**src/rtl/pvic_pkg.sv**
```systemverilog
package pvic_pkg;
  localparam int PRIO_W = 3;
  localparam int LVL_W  = 4;
  localparam int VEC_W  = 7;
  localparam int ADDR_W = 24;

  typedef logic [PRIO_W-1:0] prio_t;
  typedef logic [LVL_W-1:0]  lvl_t;
  typedef logic [VEC_W-1:0]  vec_t;
  typedef logic [ADDR_W-1:0] addr_t;

  typedef struct packed {
    logic valid;
    vec_t vec;
    lvl_t lvl;
  } win_t;
endpackage

```
**src/rtl/pvic_src_bank.sv**
```systemverilog
module pvic_src_bank
  import pvic_pkg::*;
#(
  parameter int N_SRC = 118,
  parameter int IDX_W = 7
) (
  input  logic             clk,
  input  logic             rst_n,
  input  logic [N_SRC-1:0] req_i,
  input  logic             cfg_we_i,
  input  logic [IDX_W-1:0] cfg_idx_i,
  input  logic             cfg_en_i,
  input  prio_t            cfg_prio_i,
  input  logic             clr_i,
  input  logic [IDX_W-1:0] clr_idx_i,
  input  lvl_t             cpu_lvl_i,
  output logic [N_SRC-1:0] elig_o,
  output prio_t            prio_o [N_SRC]
);

  for (genvar i = 0; i < N_SRC; i++) begin : g_src
    logic  pend_q, pend_d;
    logic  en_q;
    prio_t prio_q;
    logic  sel_cfg, sel_clr;

    always_comb begin
      sel_cfg = cfg_we_i && (cfg_idx_i == IDX_W'(i));
      sel_clr = clr_i && (clr_idx_i == IDX_W'(i));
      pend_d  = (pend_q && !sel_clr) || req_i[i];
    end

    always_ff @(posedge clk or negedge rst_n) begin
      if (!rst_n) begin
        pend_q <= 1'b0;
        en_q   <= 1'b0;
        prio_q <= '0;
      end else begin
        pend_q <= pend_d;
        if (sel_cfg) begin
          en_q   <= cfg_en_i;
          prio_q <= cfg_prio_i;
        end
      end
    end

    assign elig_o[i] = pend_q && en_q && ({1'b0, prio_q} > cpu_lvl_i);
    assign prio_o[i] = prio_q;

    AST_CLR_TAKES: assert property (@(posedge clk) disable iff (!rst_n)
      (sel_clr && !req_i[i]) |=> !pend_q);
  end

endmodule

```
**src/rtl/pvic_trap_bank.sv**
```systemverilog
module pvic_trap_bank #(
  parameter int N_TRAP = 8,
  parameter int IDX_W  = 3
) (
  input  logic              clk,
  input  logic              rst_n,
  input  logic [N_TRAP-1:0] req_i,
  input  logic              clr_i,
  input  logic [IDX_W-1:0]  clr_idx_i,
  output logic [N_TRAP-1:0] pend_o
);

  logic [N_TRAP-1:0] pend_q, pend_d;

  for (genvar t = 0; t < N_TRAP; t++) begin : g_trap
    always_comb begin
      pend_d[t] = (pend_q[t] && !(clr_i && (clr_idx_i == IDX_W'(t)))) || req_i[t];
    end
  end

  always_ff @(posedge clk or negedge rst_n) begin
    if (!rst_n) pend_q <= '0;
    else        pend_q <= pend_d;
  end

  assign pend_o = pend_q;

endmodule

```
**src/rtl/pvic_arbiter.sv**
```systemverilog
module pvic_arbiter
  import pvic_pkg::*;
#(
  parameter int N_TRAP = 8,
  parameter int N_SRC  = 118
) (
  input  logic [N_TRAP-1:0] trap_pend_i,
  input  logic [N_SRC-1:0]  elig_i,
  input  prio_t             prio_i [N_SRC],
  output win_t              win_o
);

  localparam int TRAP_LVL0 = 2 ** PRIO_W;

  always_comb begin
    win_o = '0;
    // peripheral sources: strict compare keeps the lower index on ties
    for (int i = 0; i < N_SRC; i++) begin
      if (elig_i[i] && (!win_o.valid || ({1'b0, prio_i[i]} > win_o.lvl))) begin
        win_o.valid = 1'b1;
        win_o.vec   = VEC_W'(N_TRAP + i);
        win_o.lvl   = {1'b0, prio_i[i]};
      end
    end
    // traps override; scanning downward leaves the lowest index
    for (int t = N_TRAP - 1; t >= 0; t--) begin
      if (trap_pend_i[t]) begin
        win_o.valid = 1'b1;
        win_o.vec   = VEC_W'(t);
        win_o.lvl   = LVL_W'(TRAP_LVL0 + t);
      end
    end
  end

endmodule

```
**src/rtl/pvic_vecgen.sv**
```systemverilog
module pvic_vecgen
  import pvic_pkg::*;
#(
  parameter int    N_VEC    = 126,
  parameter addr_t TBL_BASE = 24'h000004
) (
  input  win_t  win_i,
  input  logic  alt_i,
  output addr_t addr_o
);

  localparam addr_t ALT_OFS = addr_t'(2 * N_VEC);

  always_comb begin
    if (win_i.valid)
      addr_o = TBL_BASE + (alt_i ? ALT_OFS : '0) + {addr_t'(win_i.vec), 1'b0} >> 0;
    else
      addr_o = '0;
  end

endmodule

```
**src/rtl/pvic_top.sv**
```systemverilog
module pvic_top
  import pvic_pkg::*;
#(
  parameter int    N_TRAP    = 8,
  parameter int    N_SRC     = 118,
  parameter addr_t TBL_BASE  = 24'h000004,
  parameter int    SRC_IDX_W = 7
) (
  input  logic                 clk,
  input  logic                 rst_n,
  input  logic [N_SRC-1:0]     src_req,
  input  logic [N_TRAP-1:0]    trap_req,
  input  logic                 cfg_we,
  input  logic [SRC_IDX_W-1:0] cfg_idx,
  input  logic                 cfg_en,
  input  logic [2:0]           cfg_prio,
  input  logic                 alt_we,
  input  logic                 alt_sel,
  input  logic                 lvl_we,
  input  logic [3:0]           lvl_wdata,
  input  logic                 ack,
  output logic                 irq,
  output logic [6:0]           vec_num,
  output logic [23:0]          vec_addr,
  output logic [3:0]           cpu_lvl
);

  localparam int N_VEC      = N_TRAP + N_SRC;
  localparam int TRAP_IDX_W = (N_TRAP > 1) ? $clog2(N_TRAP) : 1;

  win_t              win_c, win_d, win_q;
  addr_t             addr_c, addr_d, addr_q;
  lvl_t              lvl_d, lvl_q;
  logic              alt_q;
  logic              ack_fire, clr_src, clr_trap;
  logic [N_SRC-1:0]  elig;
  prio_t             prio [N_SRC];
  logic [N_TRAP-1:0] trap_pend;

  assign ack_fire = ack && win_q.valid;
  assign clr_trap = ack_fire && (win_q.vec <  VEC_W'(N_TRAP));
  assign clr_src  = ack_fire && (win_q.vec >= VEC_W'(N_TRAP));

  pvic_src_bank #(.N_SRC(N_SRC), .IDX_W(SRC_IDX_W)) u_src (
    .clk(clk), .rst_n(rst_n), .req_i(src_req),
    .cfg_we_i(cfg_we), .cfg_idx_i(cfg_idx), .cfg_en_i(cfg_en), .cfg_prio_i(cfg_prio),
    .clr_i(clr_src), .clr_idx_i(SRC_IDX_W'(win_q.vec - VEC_W'(N_TRAP))),
    .cpu_lvl_i(lvl_q), .elig_o(elig), .prio_o(prio)
  );

  pvic_trap_bank #(.N_TRAP(N_TRAP), .IDX_W(TRAP_IDX_W)) u_trap (
    .clk(clk), .rst_n(rst_n), .req_i(trap_req),
    .clr_i(clr_trap), .clr_idx_i(TRAP_IDX_W'(win_q.vec)), .pend_o(trap_pend)
  );

  pvic_arbiter #(.N_TRAP(N_TRAP), .N_SRC(N_SRC)) u_arb (
    .trap_pend_i(trap_pend), .elig_i(elig), .prio_i(prio), .win_o(win_c)
  );

  pvic_vecgen #(.N_VEC(N_VEC), .TBL_BASE(TBL_BASE)) u_vec (
    .win_i(win_c), .alt_i(alt_q), .addr_o(addr_c)
  );

  // next state
  always_comb begin
    win_d  = ack_fire ? '0 : win_c;
    addr_d = ack_fire ? '0 : addr_c;
    if (ack_fire)    lvl_d = win_q.lvl;
    else if (lvl_we) lvl_d = lvl_wdata;
    else             lvl_d = lvl_q;
  end

  // registers
  always_ff @(posedge clk or negedge rst_n) begin
    if (!rst_n) begin
      win_q  <= '0;
      addr_q <= '0;
      lvl_q  <= '0;
      alt_q  <= 1'b0;
    end else begin
      win_q  <= win_d;
      addr_q <= addr_d;
      lvl_q  <= lvl_d;
      if (alt_we) alt_q <= alt_sel;
    end
  end

  assign irq      = win_q.valid;
  assign vec_num  = win_q.vec;
  assign vec_addr = addr_q;
  assign cpu_lvl  = lvl_q;

  AST_USER_ABOVE_CPU: assert property (@(posedge clk) disable iff (!rst_n)
    (irq && vec_num >= 7'(N_TRAP)) |-> (win_q.lvl > $past(lvl_q)));
  AST_TRAP_FIRST: assert property (@(posedge clk) disable iff (!rst_n)
    ((|trap_pend) && !ack_fire) |=> (irq && vec_num < 7'(N_TRAP)));
  AST_ACK_DROPS_IRQ: assert property (@(posedge clk) disable iff (!rst_n)
    ack_fire |=> !irq);
  AST_ACK_LOADS_LVL: assert property (@(posedge clk) disable iff (!rst_n)
    ack_fire |=> (cpu_lvl == $past(win_q.lvl)));
  AST_IDLE_QUIET: assert property (@(posedge clk) disable iff (!rst_n)
    !irq |-> (vec_num == '0 && vec_addr == '0));

endmodule

```
**config.mk**
```make
export PLATFORM = sky130hd
export DESIGN_NAME = pvic_top
export DESIGN_NICKNAME = d
export VERILOG_FILES = /design/src/rtl/pvic_pkg.sv /design/src/rtl/pvic_src_bank.sv /design/src/rtl/pvic_trap_bank.sv /design/src/rtl/pvic_arbiter.sv /design/src/rtl/pvic_vecgen.sv /design/src/rtl/pvic_top.sv
export SDC_FILE = /design/constraint.sdc
export NUM_CORES = 2
export LEC_CHECK = 0
export BUFFER_PORTS_ARGS = -buffer_cell sky130_fd_sc_hd__buf_2
export CAP_MARGIN = 30
export CORE_AREA = 10 10 372 374
export DETAILED_ROUTE_END_ITERATION = 6
export DIE_AREA = 0 0 382 384
export SYNTH_ARGS = -nofsm -noshare
export SYNTH_HDL_FRONTEND = slang
export SYNTH_SLANG_ARGS = --single-unit
```
**constraint.sdc**
```tcl
create_clock -name clk -period 161.8 [get_ports clk]
set_input_delay 40.45 -clock clk [delete_from_list [all_inputs] [get_ports clk]]
set_output_delay 40.45 -clock clk [all_outputs]
set_load 0.05 [all_outputs]
```
### Word level (Yosys, flattened, before mapping)

Cells that the tools add are included.

| word-level totals | value |
|---|---|
| bits in registers | 639 |
| word-level logic and storage cells | 2,190 |
| output and inout bits | 36 |

| operators by class | value |
|---|---|
| $lt $le $gt $ge | 237 |
| mux-type cells | 132 |
| equal/unequal tests | 241 |
| add/sub/neg operators | 3 |
| reduce and logical (&&, ||, !) cells | 1,216 |

Operators by type and width:

| operator | count |
|---|---|
| two-way mux 12 bit | 127 |
| > comparator 3 x 4 -> 1 bit | 235 |
| equality test 7 bit (second input constant) | 108 |
| logical AND 1 bit | 726 |
| equality test 7 x 6 -> 1 bit (second input constant) | 64 |
| logical NOT 1 bit | 243 |
| logical OR 1 bit | 243 |
| equality test 7 x 5 -> 1 bit (second input constant) | 32 |
| equality test 7 x 4 -> 1 bit (second input constant) | 16 |
| equality test 7 x 3 -> 1 bit (second input constant) | 8 |
| two-way mux 24 bit | 2 |
| equality test 7 x 2 -> 1 bit (second input constant) | 4 |
| adder 24 x 8 -> 24 bit | 1 |
| adder 3 x 24 -> 24 bit (first input constant) | 1 |
| equality test 7 x 1 -> 1 bit (second input constant) | 2 |
| logical NOT 7 bit | 2 |
| equality test 3 bit (second input constant) | 4 |
| two-way mux 4 bit | 2 |
| two-way mux 8 bit | 1 |
| >= comparator 7 x 4 -> 1 bit (second input constant) | 1 |
| less-than comparator 7 x 4 -> 1 bit (second input constant) | 1 |
| subtractor 7 x 4 -> 7 bit (second input constant) | 1 |
| equality test 3 x 2 -> 1 bit (second input constant) | 2 |
| equality test 3 x 1 -> 1 bit (second input constant) | 1 |
| other kinds (2) | 2 |

### Logic depth before layout (Yosys ltp)

| logic depth | value |
|---|---|
| depth after elaboration | 482 |
| depth in mapped cells | 1,085 |

### Cells and area by module

Synthesis repeated with hierarchy kept, for this count alone.

| unflattened totals | value |
|---|---|
| cell total of the unflattened synthesis | 6,033 |
| area, all modules | 54,782.5 um^2 |

Modules (own cells, without submodules):

| module | area each (um^2) | cells an instance | sequential area each (um^2) | times used |
|---|---|---|---|---|
| pvic_src_bank | 32,487.4 | 2,809 | 14,764.2 | 1 |
| pvic_arbiter | 19,879.1 | 3,021 | 0.0 | 1 |
| pvic_top | 1,606.5 | 115 | 1,026.0 | 1 |
| pvic_vecgen | 473.0 | 64 | 0.0 | 1 |
| pvic_trap_bank | 336.6 | 24 | 200.2 | 1 |

### Worst setup path after synthesis

No wires, ideal clock.

| path | value |
|---|---|
| path type | reg2reg |
| from | register lvl_q[0], in the netlist cpu_lvl[0] |
| to | register addr_q[8], in the netlist vec_addr[8] |
| slack | -3,230 ps |
| data required time | 161,650 ps |
| stages on the path, launching flop included | 993 |
| arrival | 164,880 ps |
| cells stage by stage | dfrtp_1 -> ha_1 -> nand3_1 -> nand4b_1 -> nor2_1 -> nand2_1 -> ha_1 -> nand3_1 -> o21ai_0 -> or2_2 -> o21a_1 -> or2_2 -> ha_1 -> nor2b_1 -> o21ai_0 -> a32o_1 -> a211o_1 -> o31ai_1 -> [957 not listed] -> a21bo_1 -> ha_1 -> nor2b_1 -> o21a_1 -> o21ai_0 -> a21boi_2 -> nor2_1 -> nand2_1 -> nor3_1 -> nand4_1 -> o21bai_1 -> nor2b_1 -> ha_1 -> ha_1 -> a21o_1 -> a21oi_1 -> xor2_1 -> nor2_1 |

RTL lines:

| element | line | text |
|---|---|---|
| start, declared | pvic_top.sv:33 | `lvl_t lvl_d, lvl_q;` |
| start signal, assigned | pvic_top.sv:83 | `lvl_q <= lvl_d;` |
| end signal, assigned | pvic_top.sv:82 | `addr_q <= addr_d;` |
| end, declared | pvic_top.sv:32 | `addr_t addr_c, addr_d, addr_q;` |

==> impl_summary.md <==
GRT
The initial antenna violation count came to 25. The maximum number of pins on one net before global-route repair is 156. The overall global routing resource usage is 0.268.

The global route total overflow is 0. The via count of the first global-routing pass is 48,500. The global-route wire length before repair is 304,000 um.

Timing
Final hold analysis gives a worst-case slack of 463 ps. The worst clock skew is 27.7 ps. The worst-case headroom to the max-slew limit is 0.231.

For the pin with the worst max-slew slack, the measured transition is 1150 ps. Setup violations remaining at the end of the flow were counted as 0. Dividing the final minimum period by the clock period gives 0.972. The final-report max-slew violation count is 0. The final hold violation count is 0. Setup repair after global routing could not meet its margin everywhere.

The final total negative setup slack is 0 ps. The final worst slack is 4530 ps. The timing-limited maximum frequency is 6.36 MHz. Counting I/O delays and the setup requirement, the final critical path takes approximately 160,000 ps.

Worst setup path
In this run the critical register-to-register path is launched from cpu_lvl[2]. The required time at the worst-slack endpoint is 162,360 ps. The data arrival time of the critical path is around 160,000 ps. In this run the worst setup path begins at cpu_lvl[2]. The slowest stage of the critical path is the sky130_fd_sc_hd__or4b_4 cell. The reg2reg setup slack is 4530 ps. Measured in cells, the most critical reg-to-reg path has a length of 990. The worst setup path endpoint is vec_addr[8]. The kind of critical path is reg -> reg. The category of the worst setup path capture point is a register. The endpoint of the most critical register-to-register path is vec_addr[8].

STA classifies the critical path startpoint as a register. The delay of the slowest critical-path stage is 530 ps. In this run the worst path has a maximum fanout of 8.

By instance count, the cell type seen most on the critical path is sky130_fd_sc_hd__a21oi_2.

Layout
The number of nets in the layout is 7,676. The count of filler cells inserted in the layout is between 10,000 and 15,000. The growth of design area from synthesis to finish is 33.0%. The finished cells cover 69,000 sq um.

In the final layout, the share of cells above drive strength 1 is 0.369.

Placed design
The congestion estimate from routability-driven global placement came to 0.986. The post-place instance area is slightly below 60,000 sq um. At the placement stage, the worst setup path has a slack of -3750 ps. Summed over all nets, the half-perimeter wirelength after detailed placement is roughly 150,000 um.

Port buffering added 168 buffers.

Hold path
The min-delay analysis places its worst path in the category reg -> reg.

Drt
The detailed router finished its first iteration with 4,645 violations. In the final routed layout, each cell accounts on average for 24.8 um. In the routed design, unresolved DRC markers number 14. The routed via count is 51,700. The sum of routed wire length over all layers is 214,000 um. The first detailed-routing pass ran for 7 iterations. The post-detailed-route count of antenna-violating nets is 0. The post-detailed-route via-to-cell ratio is 5.99.

Yosys
Yosys printed 0 warnings. The synthesized netlist contains 117 unique library cells. The number of cells produced by synthesis is 5,860. The share of flip-flops with an asynchronous set or reset is 1.00. The number of synthesized flops with an enable pin is 0.

After synthesis the cells add up to 51,900 sq um. The share of the Yosys chip area taken by registers is 0.301. The predominant post-synthesis flop cell is sky130_fd_sc_hd__dfrtp_1. Counting flops and latches in the post-synthesis netlist gives around 620. The average instance in the mapped netlist occupies 8.86 sq um.

CTS
The maximum buffer depth of the clock tree is 3. The number of clock buffers inserted by TritonCTS is 79. The number of sinks on the clock net is 624.

Clock-pin slew was measured on the worst setup and hold paths at approximately 60 ps. The clock tree synthesis step divided the H-tree into 3 levels. TritonCTS built the clock tree. The clock latency on the worst-skew pair is 690 ps. Clock tree synthesis selected as its root buffer the cell sky130_fd_sc_hd__clkbuf_16.

Floorplanning
For this configuration, the core starts out at a cell density of 0.397. The number of placement rows is approximately 130. The floorplan step set the die width to 382 um. The I/O pin total is 184. The vertical extent of the die is 384 um. The core area is 131,000 sq um. The full die area is 147,000 sq um.

Status
The flow ran to the end, but the final reports show violations. The checks that failed: design-rule violations.

Pwr
Power spread over the standard cell area amounts to approximately 19 nW/um^2. The static leakage is 31.7 nW. Across the VDD grid, the largest voltage drop is 0.0127 mV.

Flow run
Max-cap violations in this run came to 0.
[worst min-delay path by stage]
| stage | startpoint | slack (ps) | cells after the start | endpoint |
|---|---|---|---|---|
| after CTS | win_q[3] | 470 | 2 | cpu_lvl[3] |
| after floorplan | win_q[0] | 430 | 2 | cpu_lvl[0] |
| final | win_q[3] | 460 | 2 | cpu_lvl[3] |
| after detailed placement | win_q[3] | 460 | 2 | cpu_lvl[3] |
| after global placement | u_src.g_src[82].pend_q | 460 | 1 | u_src.g_src[82].pend_q |
| after global routing | u_src.g_src[24].pend_q | 490 | 1 | u_src.g_src[24].pend_q |
[per-stage QoR]
stage           util  std cells  power, W
5_1_grt        0.528       8627   0.00141
2_1_floorplan      -       5874  0.000618
3_5_place_dp   0.446       8148  0.000863
4_1_cts        0.471       8311   0.00106
6_report       0.528       8634   0.00132
3_3_place_gp   0.446       8143  0.000845
[cell families after synthesis]
| group | after synthesis | synth area share |
|---|---|---|
| buf+inv | 610 | 0.0478 |
| xor+xnor | 7 | 0.00118 |
| flops | 624 | 0.301 |
| mux | 477 | 0.102 |
| other cells | 1 | 0.0000722 |
| compound gates | 1582 | 0.199 |
| simple gates | 1841 | 0.176 |
| fa+ha+maj | 718 | 0.173 |
[cell usage after synthesis, drive strengths merged, types with 8 or more instances]
master	count	area, sq um
mux2	420	4730
o221ai	8	70.1
a21oi	340	1740
nor2	386	1460
nand3b	40	300
o31ai	23	173
a21boi	18	143
a311oi	81	709
o31a	11	97.6
a21o	210	1580
clkbuf	116	435
mux2i	57	571
a22o	8	70.1
nor2b	112	701
nor3	81	410
o22ai	10	62.6
nand4b	32	280
nand2	611	2300
o21bai	14	105
nand4	19	138
nand2b	111	694
or2	37	231
nor3b	17	133
a41oi	12	105
nand3	137	691
a31o	15	131
nor4	60	430
buf	51	380
ha	717	8970
a311o	8	80.1
o211ai	27	208
dfrtp	624	15600
a22oi	20	160
and3	62	388
a211oi	22	165
a31oi	110	688
a221oi	12	105
and2	71	445
or3	20	125
o21ai	436	2200
inv	443	1660
o21a	98	738
a32oi	22	219
[flip-flops by register name, indices dropped and copies added, names as in the netlist]
signal	cells
u_src.g_src.prio_q	354
u_src.g_src.en_q	118
u_src.g_src.pend_q	118
vec_addr	9
u_trap.pend_o	8
vec_num	7
cpu_lvl	4
win_q	4
alt_q	1
irq	1
[where the power goes]
part           leakage, nW  internal (W)  switching, W
Clock                 1.28      0.000108     0.0000757
Combinational         23.0      0.000479      0.000476
Sequential            7.47      0.000168     0.0000138
[layer usage]
| layer | track usage | share of wire | vias to the layer above |
|---|---|---|---|
| met5 | 0 | 0.00064 | - |
| met4 | 0.115 | 0.052 | 20 |
| met3 | 0.0639 | 0.093 | 556 |
| met2 | 0.408 | 0.44 | 2216 |
| met1 | 0.360 | 0.42 | 25600 |
| li1 | - | - | 23300 |
[timing repair]
item / 4_1_cts / 5_1_grt
cloned: 0 / 3
resized for setup: 104 / 1088
setup buffers: 23 / 312
hold buffers: 0 / 0
setup endpoints to repair: 19 / 19
pin swaps: 10 / 514
[placed cells by master, fill, tap and decap left out, types with 53 or more instances in the layout]
cell                        synthesis  routed
sky130_fd_sc_hd__a21o_1           209     209
sky130_fd_sc_hd__a21oi_1          334     192
sky130_fd_sc_hd__a21oi_2            4     135
sky130_fd_sc_hd__a311oi_1          81      58
sky130_fd_sc_hd__a31oi_1          110      71
sky130_fd_sc_hd__and3_1            62      57
sky130_fd_sc_hd__buf_2             10     163
sky130_fd_sc_hd__buf_4             28     792
sky130_fd_sc_hd__buf_6              8      56
sky130_fd_sc_hd__clkbuf_16          0      82
sky130_fd_sc_hd__dfrtp_1          624     620
sky130_fd_sc_hd__ha_1             717     574
sky130_fd_sc_hd__ha_4               0     106
sky130_fd_sc_hd__inv_1            440     396
sky130_fd_sc_hd__mux2_2           419     396
sky130_fd_sc_hd__nand2_1          610     564
sky130_fd_sc_hd__nand2b_1         111      99
sky130_fd_sc_hd__nand3_1          136     121
sky130_fd_sc_hd__nor2_1           383     306
sky130_fd_sc_hd__nor2_2             2      53
sky130_fd_sc_hd__nor2b_1          112      79
sky130_fd_sc_hd__nor3_1            80      54
sky130_fd_sc_hd__o21a_1            96      81
sky130_fd_sc_hd__o21ai_0          403     300
sky130_fd_sc_hd__o21ai_1           30      53
sky130_fd_sc_hd__o21ai_2            2      73
[layout make-up]
cell class / instances / area [sq um] / share of cell area
inverters: 443 / 1670 / 0.0242
clock inverters: 25 / 293 / 0.00424
diodes: 10 / 25.0 / 0.000363
well taps: 1755 / 2200 / 0.0318
multi-input cells: 4641 / 39300 / 0.569
repair buffers: 1021 / 7580 / 0.110
flip-flops and latches: 624 / 15600 / 0.226
clock buffers: 115 / 2340 / 0.0338
[critical path, delay by kind of cell, from the launching register on]
| kind | cells | cell delay, ps |
|---|---|---|
| compound gates | 459 | 68090 |
| xor+xnor | 1 | 150 |
| fa+ha+maj | 103 | 26410 |
| buf+inv | 95 | 10820 |
| flops | 1 | 390 |
| mux | 21 | 5550 |
| simple gates | 171 | 23910 |
(Power assumes the default switching activity.)
